==> config.mk <==
export PLATFORM = sky130hd
export DESIGN_NAME = jtag_cfg_tap
export DESIGN_NICKNAME = d
export VERILOG_FILES = /design/src/rtl/jtag_cfg_pkg.sv /design/src/rtl/jtag_tap_fsm.sv /design/src/rtl/jtag_ir_unit.sv /design/src/rtl/jtag_dr_unit.sv /design/src/rtl/jtag_cfg_tap.sv
export SDC_FILE = /design/constraint.sdc
export NUM_CORES = 1
export LEC_CHECK = 0
export BUFFER_PORTS_ARGS = -buffer_cell sky130_fd_sc_hd__clkbuf_2
export CORE_MARGIN = 2
export CORE_UTILIZATION = 40
export CTS_CLUSTER_SIZE = 16
export DETAILED_ROUTE_END_ITERATION = 12
export MAX_ROUTING_LAYER = met4
export PLACE_DENSITY = 0.61
export RECOVER_POWER = 100
export SYNTH_ARGS = -nofsm -noshare
export SYNTH_HDL_FRONTEND = slang
export SYNTH_HIERARCHICAL = 1
export SYNTH_SLANG_ARGS = --single-unit
==> constraint.sdc <==
create_clock -name tck -period 2.3 [get_ports tck]
set_input_delay 0.23 -clock tck [delete_from_list [all_inputs] [get_ports tck]]
set_output_delay 0.23 -clock tck [all_outputs]
set_load 0.02 [all_outputs]
==> src/rtl/jtag_cfg_pkg.sv <==
// Shared types for the test port: controller states, opcodes, decoded
// instructions and data-register selection. Assumes a 16-bit instruction.
package jtag_cfg_pkg;

    localparam int IR_W = 16;

    typedef enum logic [3:0] {
        TS_TLR, TS_RTI, TS_SEL_DR, TS_CAP_DR, TS_SHF_DR, TS_EX1_DR, TS_PAU_DR, TS_EX2_DR,
        TS_UPD_DR, TS_SEL_IR, TS_CAP_IR, TS_SHF_IR, TS_EX1_IR, TS_PAU_IR, TS_EX2_IR, TS_UPD_IR
    } tap_state_t;

    typedef enum logic [2:0] {
        INS_BYPASS, INS_SAMPLE, INS_EXTEST, INS_CLAMP,
        INS_HIGHZ, INS_IDCODE, INS_USER, INS_CONFIG
    } ins_t;

    typedef enum logic [1:0] {DR_BYPASS, DR_IDENT, DR_USER, DR_BOUND} dr_sel_t;

    localparam logic [IR_W-1:0] OP_BYPASS = 16'hFFFF;
    localparam logic [IR_W-1:0] OP_SAMPLE = 16'h0001;
    localparam logic [IR_W-1:0] OP_EXTEST = 16'h0000;
    localparam logic [IR_W-1:0] OP_CLAMP  = 16'h00FA;
    localparam logic [IR_W-1:0] OP_HIGHZ  = 16'h00FC;
    localparam logic [IR_W-1:0] OP_IDCODE = 16'h00FE;
    localparam logic [IR_W-1:0] OP_USER   = 16'h00FD;
    localparam logic [IR_W-1:0] OP_CONFIG = 16'h00EE;

    // Map a shifted opcode to an instruction; unknown codes fall to bypass.
    function automatic ins_t decode_op(input logic [IR_W-1:0] op);
        case (op)
            OP_SAMPLE: return INS_SAMPLE;
            OP_EXTEST: return INS_EXTEST;
            OP_CLAMP:  return INS_CLAMP;
            OP_HIGHZ:  return INS_HIGHZ;
            OP_IDCODE: return INS_IDCODE;
            OP_USER:   return INS_USER;
            OP_CONFIG: return INS_CONFIG;
            default:   return INS_BYPASS;
        endcase
    endfunction

endpackage

==> src/rtl/jtag_tap_fsm.sv <==
// 16-state test port controller. Advances on the rising test clock;
// assumes trst_n is sampled synchronously on that edge.
module jtag_tap_fsm
    import jtag_cfg_pkg::*;
(
    input  logic       tck,
    input  logic       trst_n,
    input  logic       tms,
    output tap_state_t state,
    output tap_state_t next_state
);

    // Next-state graph of the standard controller.
    always_comb begin
        case (state)
            TS_TLR:    next_state = tms ? TS_TLR    : TS_RTI;
            TS_RTI:    next_state = tms ? TS_SEL_DR : TS_RTI;
            TS_SEL_DR: next_state = tms ? TS_SEL_IR : TS_CAP_DR;
            TS_CAP_DR: next_state = tms ? TS_EX1_DR : TS_SHF_DR;
            TS_SHF_DR: next_state = tms ? TS_EX1_DR : TS_SHF_DR;
            TS_EX1_DR: next_state = tms ? TS_UPD_DR : TS_PAU_DR;
            TS_PAU_DR: next_state = tms ? TS_EX2_DR : TS_PAU_DR;
            TS_EX2_DR: next_state = tms ? TS_UPD_DR : TS_SHF_DR;
            TS_UPD_DR: next_state = tms ? TS_SEL_DR : TS_RTI;
            TS_SEL_IR: next_state = tms ? TS_TLR    : TS_CAP_IR;
            TS_CAP_IR: next_state = tms ? TS_EX1_IR : TS_SHF_IR;
            TS_SHF_IR: next_state = tms ? TS_EX1_IR : TS_SHF_IR;
            TS_EX1_IR: next_state = tms ? TS_UPD_IR : TS_PAU_IR;
            TS_PAU_IR: next_state = tms ? TS_EX2_IR : TS_PAU_IR;
            TS_EX2_IR: next_state = tms ? TS_UPD_IR : TS_SHF_IR;
            TS_UPD_IR: next_state = tms ? TS_SEL_DR : TS_RTI;
            default:   next_state = TS_TLR;
        endcase
    end

    // State register with synchronous reset.
    always_ff @(posedge tck) begin
        if (!trst_n) state <= TS_TLR;
        else         state <= next_state;
    end

    // five high mode-select edges land in the reset state
    p_five_tms_r1: assert property (@(posedge tck) disable iff (!trst_n)
        (tms && $past(tms) && $past(tms, 2) && $past(tms, 3) && $past(tms, 4))
        |=> state == TS_TLR);

endmodule

==> src/rtl/jtag_ir_unit.sv <==
// Instruction register: captures live status, shifts LSB first and latches
// the decoded instruction on the falling edge in Update-IR. Assumes the
// status inputs are stable around the capture edge.
module jtag_ir_unit
    import jtag_cfg_pkg::*;
(
    input  logic       tck,
    input  logic       trst_n,
    input  logic       tdi,
    input  tap_state_t state,
    input  logic       isc_ok,
    input  logic       prog_ok,
    input  logic       prog_busy,
    input  logic       isc_mode,
    input  logic       rev_done,
    output logic       ir_lsb,
    output ins_t       active
);

    logic [IR_W-1:0] ir_sr;
    logic [IR_W-1:0] status_word;

    // Assemble the status pattern from live inputs.
    always_comb begin
        status_word        = '0;
        status_word[8:7]   = isc_ok  ? 2'b10 : 2'b01;
        status_word[6:5]   = prog_ok ? 2'b10 : 2'b01;
        status_word[4]     = ~prog_busy;
        status_word[3]     = isc_mode;
        status_word[2]     = rev_done;
        status_word[1:0]   = 2'b01;
    end

    // Capture and shift on the rising edge.
    always_ff @(posedge tck) begin
        if (!trst_n)                 ir_sr <= '0;
        else if (state == TS_CAP_IR) ir_sr <= status_word;
        else if (state == TS_SHF_IR) ir_sr <= {tdi, ir_sr[IR_W-1:1]};
    end

    // Active instruction: identity in reset, new code in Update-IR.
    always_ff @(negedge tck) begin
        if (!trst_n || state == TS_TLR) active <= INS_IDCODE;
        else if (state == TS_UPD_IR)    active <= decode_op(ir_sr);
    end

    assign ir_lsb = ir_sr[0];

    // capture loads the fixed fields and the sampled status
    p_capture_fields_r3: assert property (@(posedge tck) disable iff (!trst_n)
        state == TS_CAP_IR |=> (ir_sr[15:9] == 7'd0 && ir_sr[1:0] == 2'b01
            && ir_sr[4] == !$past(prog_busy) && ir_sr[3] == $past(isc_mode)
            && ir_sr[8] == $past(isc_ok) && ir_sr[6] == $past(prog_ok)));

    // the reset state leaves the identity instruction active
    p_reset_ident_r2: assert property (@(negedge tck) disable iff (!trst_n)
        state == TS_TLR |=> active == INS_IDCODE);

endmodule

==> src/rtl/jtag_dr_unit.sv <==
// Data registers: 1-bit bypass, identity word, user code word and boundary
// chain, sharing one shift register whose serial-in position follows the
// selected length. Assumes BSR_LEN >= 1.
module jtag_dr_unit
    import jtag_cfg_pkg::*;
#(
    parameter int          BSR_LEN    = 8,
    parameter logic [31:0] ID_VALUE   = 32'h1A5C_3093,
    parameter logic [31:0] USER_VALUE = 32'h0000_0000
) (
    input  logic               tck,
    input  logic               trst_n,
    input  logic               tdi,
    input  tap_state_t         state,
    input  ins_t               active,
    input  logic [BSR_LEN-1:0] pins_in,
    output logic               dr_lsb,
    output logic [BSR_LEN-1:0] bsr_out
);

    localparam int DR_W  = (BSR_LEN > 32) ? BSR_LEN : 32;
    localparam int IDX_W = $clog2(DR_W);

    dr_sel_t           sel;
    logic [DR_W-1:0]   dr_sr;
    logic [IDX_W-1:0]  top_idx;

    // Pick the register the active instruction connects.
    always_comb begin
        case (active)
            INS_IDCODE:             sel = DR_IDENT;
            INS_USER:               sel = DR_USER;
            INS_SAMPLE, INS_EXTEST: sel = DR_BOUND;
            default:                sel = DR_BYPASS;
        endcase
    end

    // Serial-in bit position for the selected length.
    always_comb begin
        case (sel)
            DR_IDENT, DR_USER: top_idx = IDX_W'(31);
            DR_BOUND:          top_idx = IDX_W'(BSR_LEN - 1);
            default:           top_idx = '0;
        endcase
    end

    // Capture and shift on the rising edge.
    always_ff @(posedge tck) begin
        if (!trst_n) begin
            dr_sr <= '0;
        end else if (state == TS_CAP_DR) begin
            dr_sr <= '0;
            case (sel)
                DR_IDENT: dr_sr[31:0]         <= ID_VALUE;
                DR_USER:  dr_sr[31:0]         <= USER_VALUE;
                DR_BOUND: dr_sr[BSR_LEN-1:0]  <= pins_in;
                default:  ;
            endcase
        end else if (state == TS_SHF_DR) begin
            dr_sr          <= {1'b0, dr_sr[DR_W-1:1]};
            dr_sr[top_idx] <= tdi;
        end
    end

    // Boundary update register, loaded on the falling edge in Update-DR.
    always_ff @(negedge tck) begin
        if (!trst_n)                                  bsr_out <= '0;
        else if (state == TS_UPD_DR && sel == DR_BOUND) bsr_out <= dr_sr[BSR_LEN-1:0];
    end

    assign dr_lsb = dr_sr[0];

    // the bypass stage captures zero
    p_bypass_zero_r4: assert property (@(posedge tck) disable iff (!trst_n)
        (state == TS_CAP_DR && sel == DR_BYPASS) |=> dr_sr[0] == 1'b0);

endmodule

==> src/rtl/jtag_cfg_tap.sv <==
// Top of the test port: controller, instruction and data registers,
// falling-edge serial output and the one-shot configuration pulse.
// Assumes a free-running or host-stopped test clock; all resets synchronous.
module jtag_cfg_tap
    import jtag_cfg_pkg::*;
#(
    parameter int          BSR_LEN    = 8,
    parameter logic [31:0] ID_VALUE   = 32'h1A5C_3093,
    parameter logic [31:0] USER_VALUE = 32'h0000_0000
) (
    input  logic               tck,
    input  logic               trst_n,
    input  logic               tms,
    input  logic               tdi,
    input  logic               isc_ok,
    input  logic               prog_ok,
    input  logic               prog_busy,
    input  logic               isc_mode,
    input  logic               rev_done,
    input  logic [BSR_LEN-1:0] pins_in,
    output logic               tdo,
    output logic               tdo_en,
    output logic [BSR_LEN-1:0] bsr_out,
    output logic               bsr_drive,
    output logic               pins_hiz,
    output logic               cfg_n,
    output logic               rev_reload
);

    tap_state_t state;
    tap_state_t next_state;
    ins_t       active;
    logic       ir_lsb;
    logic       dr_lsb;
    logic       cfg_armed;
    logic       cfg_fire;

    jtag_tap_fsm u_fsm (
        .tck        (tck),
        .trst_n     (trst_n),
        .tms        (tms),
        .state      (state),
        .next_state (next_state)
    );

    jtag_ir_unit u_ir (
        .tck       (tck),
        .trst_n    (trst_n),
        .tdi       (tdi),
        .state     (state),
        .isc_ok    (isc_ok),
        .prog_ok   (prog_ok),
        .prog_busy (prog_busy),
        .isc_mode  (isc_mode),
        .rev_done  (rev_done),
        .ir_lsb    (ir_lsb),
        .active    (active)
    );

    jtag_dr_unit #(
        .BSR_LEN    (BSR_LEN),
        .ID_VALUE   (ID_VALUE),
        .USER_VALUE (USER_VALUE)
    ) u_dr (
        .tck     (tck),
        .trst_n  (trst_n),
        .tdi     (tdi),
        .state   (state),
        .active  (active),
        .pins_in (pins_in),
        .dr_lsb  (dr_lsb),
        .bsr_out (bsr_out)
    );

    // Serial output and its enable, updated on the falling edge.
    always_ff @(negedge tck) begin
        if (!trst_n) begin
            tdo    <= 1'b0;
            tdo_en <= 1'b0;
        end else begin
            tdo_en <= (state == TS_SHF_IR) || (state == TS_SHF_DR);
            tdo    <= (state == TS_SHF_IR) ? ir_lsb : dr_lsb;
        end
    end

    // Pin-control decode from the active instruction.
    assign pins_hiz  = (active == INS_HIGHZ);
    assign bsr_drive = (active == INS_EXTEST) || (active == INS_CLAMP);

    // Fire once on entry to Run-Test/Idle after a fresh configure load.
    assign cfg_fire = (next_state == TS_RTI) && (state != TS_RTI) && (active == INS_CONFIG)
                      && (cfg_armed || state == TS_UPD_IR);

    // Pulse register and re-arm flag for the configure instruction.
    always_ff @(posedge tck) begin
        if (!trst_n) begin
            cfg_n      <= 1'b1;
            rev_reload <= 1'b0;
            cfg_armed  <= 1'b0;
        end else begin
            cfg_n      <= !cfg_fire;
            rev_reload <= cfg_fire;
            if (cfg_fire)                                          cfg_armed <= 1'b0;
            else if (state == TS_UPD_IR && active == INS_CONFIG)   cfg_armed <= 1'b1;
            else if (state == TS_TLR)                              cfg_armed <= 1'b0;
        end
    end

    // the configuration pulse lasts a single period
    p_cfg_one_cycle_r8: assert property (@(posedge tck) disable iff (!trst_n)
        !cfg_n |=> cfg_n);

    // the pulse only appears while idling
    p_cfg_in_idle_r8: assert property (@(posedge tck) disable iff (!trst_n)
        !cfg_n |-> state == TS_RTI);

    // the output enable is seen only in shift states
    p_tdo_en_shift_r9: assert property (@(posedge tck) disable iff (!trst_n)
        tdo_en |-> (state == TS_SHF_IR || state == TS_SHF_DR));

endmodule

* After elaboration in Yosys (flattened, before gate mapping) *
Index checks and enable logic that the tools add are counted.

operators by class
  shift operators = 0
  multipliers = 0
  reduce and logical (&&, ||, !) cells = 24
  bitwise logic cells = 2
  muxes and demuxes = 30
  add/sub/neg operators = 0
  divide/modulo/power cells = 0
  equal/unequal tests = 33
  magnitude comparators = 2

operators with widths
  operator               number
  $eq A16 B8 Y1 const B  5
  $mux W32               2
  $pmux W4 S12           1
  $bwmux W32             1
  $eq A4 B4 Y1 const B   8
  $mux W21               1
  $pmux W3 S7            1
  $mux W9                2
  $eq A16 B1 Y1 const B  1
  $eq A4 B3 Y1 const B   4
  $logic_not A16 Y1      1
  $mux W4                4
  $pmux W8 S2            1
  $eq A3 B3 Y1 const B   4
  $reduce_or A2 Y1       6
  $mux W2                5
  $pmux W5 S2            1
  $eq A4 B1 Y1 const B   2
  $eq A4 B2 Y1 const B   2
  $mux W1                7
  $eq A3 B2 Y1 const B   2
  $logic_and A1 B1 Y1    6
  $lt A5 B6 Y1 const B   1
  $mux W3                2
  13 further kinds       21

word-level totals
  memories = 0
  bits in read-only memories = 0
  memory bits (writable) = 0
  bits of input ports = 17
  output and inout bits = 14
  bits in latches = 0
  word-level logic and storage cells = 102
  bits in registers = 68

* Depth between registers and ports, before layout *
Gate-level depths: netlist (run 1).

  depth in word-level cells = 13
  mapped depth = 11
  gate-level depth less buffers = 10

* By module *
Netlist (run 1), hierarchy kept.

modules (own cells, without submodules)
  module        cells each  area an instance (um2)  instances  seq. area each (um2)
  jtag_dr_unit  189         1,800.5                 1          800.8
  jtag_ir_unit  109         865.8                   1          380.4
  jtag_tap_fsm  45          359.1                   1          80.1
  jtag_cfg_tap  24          245.2                   1          100.1

==> results of run 1 <==
## critical path, delay by kind of cell, from the launching register on
family / cells / cell delay, ns
AO/OA/AOI/OAI: 2 / 0.12
adder cells (fa/ha/maj): 2 / 0.34
buffers and inverters: 2 / 0.12
AND/OR/NAND/NOR: 2 / 0.74
flip-flops: 1 / 0.36
## sequential cells by signal, indices dropped and copies added, names as in the netlist
| register | count |
|---|---|
| tdo | 1 |
| rev_reload | 1 |
| u_dr/dr_sr | 32 |
| cfg_n | 1 |
| u_fsm/state | 4 |
| cfg_armed | 1 |
| u_ir/ir_sr | 16 |
| u_ir/active | 3 |
| tdo_en | 1 |
| u_dr/bsr_out | 8 |
## cells in the mapped netlist (4+ instances only)
library cell,number
dfxtp_1,68
nand2_1,52
a21oi_1,34
nor2b_1,30
mux2i_1,15
inv_1,13
a221oi_1,9
nand3_1,9
nor2_1,8
o21ai_0,8
a22oi_1,7
and3_1,7
clkbuf_1,7
ha_1,7
and2_1,6
nor3_1,6
a31oi_1,5
buf_6,5
o22ai_1,5
buf_2,4
nor4_1,4
o2bb2ai_1,4
## per-layer routing
layer	up-vias	GRT usage (%)	part of all wire, %
met3	8	3.67	3.4
met5	-	-	0
met2	43	29.5	47
met1	1377	24.1	49
li1	1488	-	-
met4	0	6.88	0.98
## cell type report
cell class	instances	area, um2
Fill cell	734	3520
Multi-Input combinational cell	267	1970
Sequential cell	68	1380
Timing Repair Buffer	77	536
Tap cell	102	128
Clock buffer	9	124
Clock inverter	20	101
Inverter	11	43.8
## per-stage QoR
step	instance area, um2	setup slack (ns)	util, %	cells
after floorplan	3450	-0.578	-	367
after global placement	3880	-0.598	49.7	521
after detailed placement	3880	-0.616	49.7	521
after CTS	4260	-0.609	54.6	550
after global routing	4280	-0.702	54.9	554
final	4280	-0.629	54.9	554
## worst paths after layout
path | startpoint | endpoint | slack, ns | cells past startpoint
min reg2reg | u_dr/dr_sr[11] | u_dr/dr_sr[10] | 0.46 | 2
max | u_ir/active[0] | u_dr/dr_sr[7] | -0.63 | 8
max reg2reg | u_ir/active[0] | u_dr/dr_sr[7] | -0.63 | 8
min | pins_in[5] | u_dr/dr_sr[5] | 0.08 | 2
## logic make-up after synthesis
group	Yosys count
mux	15
flops	68
fa+ha+maj	7
simple gates	155
buf+inv	32
xor+xnor	2
compound gates	88
## what timing repair did
item	in CTS	in global routing
gates cloned	0	0
buffers inserted	3	4
pin swaps	8	2
setup endpoints to repair	36	43
resized for setup	29	24
## report_power, final
group          total, mW  internal [mW]  switching (mW)
registers           1.20           1.19          0.0123
logic              0.226          0.100           0.126
clock network      0.999          0.434           0.566
==> impl_metrics.yaml, run 1 <==
outcome:
  status: "finished with violations"
  violations: "setup timing"
synthesis:
  synthAdderAreaFrac_pct: 2.68
  synth_top_family_by_area: "simple AND/OR/NAND/NOR gates"
  synthMuxAreaShare_pct: 4.59
  synthCells: 367
  synth_top_flop_cell: "dfxtp_1"
  yosysWarnings: 6
  async_flop_share_pct: 0
  yosys.area.top_type: "dfxtp_1"
  avgSynthCellArea_um2: 8.91
  synth_xor_area_share_pct: 0.536
  ys_types: 62
  synth_area_mm2: 0.00327
  yosys.area_share.simple_pct: 27.2
  ys_top_cells_by_area: "dfxtp_1, nand2_1, nor2b_1"
  synth_compound_area_share_pct: 17.8
  syn_nets: 391
  synth-seq-cells: 68
  synth_top_area_share_pct: 41.6
  seq_area_frac_synth_pct: 41.6
  synth_edf_count: 0
power:
  power_mw: 2.43
  power.density_mw_per_mm2: 567
  ir_drop_mv: 0.262
  leakage_nw: 1.71
finish:
  final_common_cell: "dfxtp_1"
  antenna_cells: 0
  area_growth_pct: 31.0
  nets: 471
  final_cell_mix: "dfxtp_1, nand2_1, buf_4"
  drive_gt1_share_pct: 31.0
detailed_routing:
  antenna_left: 0
  routed_wl_um: 7640
  drt_first_iter_violations: 126
  routedWlPerCell_um: 13.8
  first_pass_iters: 5
  vias_per_cell: 5.26
  num_vias: 2916
  drc: 0
place:
  finalWeightedCongestion: 0.827
  portBuffers: 30
  hpwl_um: 5120
sta:
  slew_violations: 0
  tightest_slew_ns: 0.797
  fin_skew_ns: 0.0456
  hold_viol: 0
  layout_setup_ws_ns: -0.629
  tns_ns: -14.66
  setup-violations-final: 37
  hold-worst-slack_ns: 0.0844
  rsz0062_at_grt: "true"
  slew_headroom_pct: 46.8
floorplanning:
  floorplan.rows: 32
  die_w_um: 94.4
  die-area_mm2: 0.00892
  ios: 31
  die_h_um: 94.4
  core_area_mm2: 0.00781
  start_util_pct: 41.9
clocking:
  cts.reportedPaths.clkPinSlew_ns: 0.09
  cts_tree: "built"
  h-tree-depth: 3
  cts_buffer_depth: 2
  holdBufCountCts: 0
  cts_root_buf: "clkbuf_8"
  insertion_delay_ns: 0.39
  cts_sinks: 68
  cts_buffers: 9
global_routing:
  antenna_found_initial: 0
  grt.overflow.total: 0
  grt_pass1_wl_um: 12800
  grtUsageTotal_pct: 18.8
  grt_pass1_vias: 2785
  grt_max_degree: 30
hold_path:
  min_path_type: "in -> reg"
critical_path:
  cp_common_cell: "ha_4"
  crit_type: "reg -> reg"
  crit_slowest_cell: "or4b_4"
  crit_path_start_kind: "flip-flop"
  critical-path-max-stage-delay_ns: 0.46
  end_kind: "flip-flop"
  path_cells: "inv_2, ha_4, or2_4, inv_4, ha_4, a21oi_2, or4b_4, o21ai_1"
  required_ns: 2.58
  critPathMaxFanout: 4
  arrival_ns: 3.21
run:
  maxCapViolations: 0
(Power assumes the default switching activity.)
==> inputs of run 2 (changes only) <==
--- a/config.mk
+++ b/config.mk
@@ -5,13 +5,14 @@
 export SDC_FILE = /design/constraint.sdc
 export NUM_CORES = 1
 export LEC_CHECK = 0
+export ABC_AREA = 1
 export BUFFER_PORTS_ARGS = -buffer_cell sky130_fd_sc_hd__clkbuf_2
 export CORE_MARGIN = 2
 export CORE_UTILIZATION = 40
 export CTS_CLUSTER_SIZE = 16
 export DETAILED_ROUTE_END_ITERATION = 12
 export MAX_ROUTING_LAYER = met4
-export PLACE_DENSITY = 0.61
+export PLACE_DENSITY = 0.6
 export RECOVER_POWER = 100
 export SYNTH_ARGS = -nofsm -noshare
 export SYNTH_HDL_FRONTEND = slang
==> impl_metrics.yaml, run 2 <==
place:
  post-place-cells: 716
  place_area_mm2: 0.00417
  finalWeightedCongestion: 0.867
  hpwl_um: 6030
  place_ws_ns: -0.425
  portBuffers: 30
floorplanning:
  core_area_mm2: 0.00881
  start_util_pct: 41.5
  floorplan.rows: 34
  die-area_mm2: 0.00991
  die_h_um: 99.5
  die_w_um: 99.5
  ios: 31
global_routing:
  grt_pass1_wl_um: 14800
  grt_max_degree: 30
  grt_pass1_vias: 3238
  grtUsageTotal_pct: 18.9
  grt.overflow.total: 0
  antenna_found_initial: 0
detailed_routing:
  drt_first_iter_violations: 96
  num_vias: 3614
  drc: 0
  vias_per_cell: 4.80
  first_pass_iters: 4
  antenna_left: 0
  routed_wl_um: 8750
  routedWlPerCell_um: 11.6
synthesis:
  syn_nets: 589
  synthCells: 565
  ys_top_cells_by_area: "dfxtp_1, nand2_1, nor2_1"
  async_flop_share_pct: 0
  synth_common_cells: "nand2_1, nor2_1, inv_1"
  avgSynthCellArea_um2: 6.46
  yosysWarnings: 6
  seq_area_frac_synth_pct: 37.3
  ys_types: 33
  synth_edf_count: 0
  synth_top_area_share_pct: 37.3
  yosysMostFrequentCell: "nand2_1"
  synth_top_flop_cell: "dfxtp_1"
  yosys.area.top_type: "dfxtp_1"
  synth_area_mm2: 0.00365
  synth-seq-cells: 68
finish:
  drive_gt1_share_pct: 27.1
  nets: 664
  antenna_cells: 0
  top_register: "u_dr/dr_sr"
  final_cell_mix: "nand2_1, nor2_1, inv_1"
  area_growth_pct: 28.4
  fin_area_mm2: 0.00469
  top_regs: "u_dr/dr_sr x32, u_ir/ir_sr x16, u_dr/bsr_out x8"
  largest_reg_flops: 32
  final_common_cell: "nand2_1"
  finalNonFillerCells: 753
sta:
  tightest_slew_ns: 0.566
  hold_viol: 0
  rsz0062_at_grt: "true"
  layout_setup_ws_ns: -0.404
  setup-violations-final: 24
  slew_violations: 0
  slew_headroom_pct: 62.2
  fin_skew_ns: 0.0422
  tns_ns: -7.19
  hold-worst-slack_ns: 0.186
critical_path:
  crit_type: "reg -> reg"
  critical-path-max-stage-delay_ns: 0.35
  r2r_start: "u_ir/active[1]"
  r2r_end: "u_dr/dr_sr[24]"
  r2r_cells: 12
  required_ns: 2.56
  arrival_ns: 2.96
  crit_slowest_cell: "dfxtp_4"
  end_kind: "flip-flop"
  path_cells: "inv_4, ha_4, a21oi_4, nor2_4, inv_2, ha_4, inv_2, nand2_2, nand2_2, o21ai_1, o21ai_1, nor2_1"
  rrSetupSlack_ns: -0.40
  crit_path_start_kind: "flip-flop"
  critPathMaxFanout: 3
clocking:
  cts_buffer_depth: 2
  cts_tree: "built"
  cts_sinks: 68
  cts_buffers: 9
  insertion_delay_ns: 0.38
  h-tree-depth: 3
  cts_root_buf: "clkbuf_8"
  cts.reportedPaths.clkPinSlew_ns: 0.09
  holdBufCountCts: 0
hold_path:
  hold_path_end: "u_ir/ir_sr[0]"
  whs_path_depth: 3
  min_path_type: "in -> reg"
  min_from: "trst_n"
run:
  maxCapViolations: 0
power:
  power.density_mw_per_mm2: 574
  ir_drop_mv: 0.317
  leakage_nw: 2.23
outcome:
  status: "finished with violations"
  violations: "setup timing"
run 2: kinds of logic (layout without fill, tap and decap cells):
family          Yosys count  after routing  share of synthesized area (%)
buf+inv                  93            172                           11.1
fa+ha+maj                 7              7                           2.40
compound gates           72             72                           10.7
simple gates            325            326                           38.5
flops                    68             68                           37.3
run 2: where the power goes:
| part | switching, mW | internal, mW | total (mW) |
|---|---|---|---|
| combinational | 0.124 | 0.0694 | 0.194 |
| clock | 0.546 | 0.752 | 1.30 |
| sequential | 0.0133 | 1.19 | 1.20 |
run 2: how the worst max path moves through the flow:
stage | start | endpoint | slack [ns] | cells past startpoint
CTS | u_ir/active[0] | u_dr/dr_sr[24] | -0.38 | 11
floorplan | u_ir/active[1] | u_dr/dr_sr[24] | -0.35 | 12
detailed placement | u_ir/active[1] | u_dr/dr_sr[2] | -0.42 | 9
finish | u_ir/active[1] | u_dr/dr_sr[24] | -0.40 | 12
global route | u_ir/active[1] | u_dr/dr_sr[24] | -0.49 | 12
global placement | u_ir/active[1] | u_dr/dr_sr[24] | -0.39 | 12
run 2: repair_timing:
action,CTS,global route
resized for setup,14,63
setup endpoints to repair,22,37
cloned,1,0
buffers inserted,1,10
pin swaps,6,23
run 2: critical path: cells and delay by family (launching register included):
family / cells / cell delay, ns
simple gates: 4 / 0.32
fa+ha+maj: 2 / 0.35
flops: 1 / 0.35
compound gates: 3 / 0.21
buf+inv: 3 / 0.20
run 2: layout make-up:
cell class                 count  area [um2]
clock buffer                   9         124
clock inverter                20         166
fill                         880        4120
inverter                      75         290
multi-input combinational    405        2140
sequential                    68        1390
tap                          108         135
timing repair buffer          68         448
run 2: stage by stage:
| step | power (mW) | util [%] |
|---|---|---|
| 6_report | 2.69 | 53.3 |
| 5_1_grt | 2.82 | 53.3 |
| 4_1_cts | 2.73 | 51.2 |
| 3_5_place_dp | 1.46 | 47.3 |
| 3_3_place_gp | 1.46 | 47.3 |
| 2_1_floorplan | 1.39 | - |
run 2: layer usage:
metal / part of all wire (%) / track usage, % / routed length, um
met3: 3.7 / 4.57 / 322
met2: 46 / 29.0 / 4000
met1: 50 / 25.0 / 4340
met5: 0 / - / 0
met4: 1.1 / 5.37 / 92
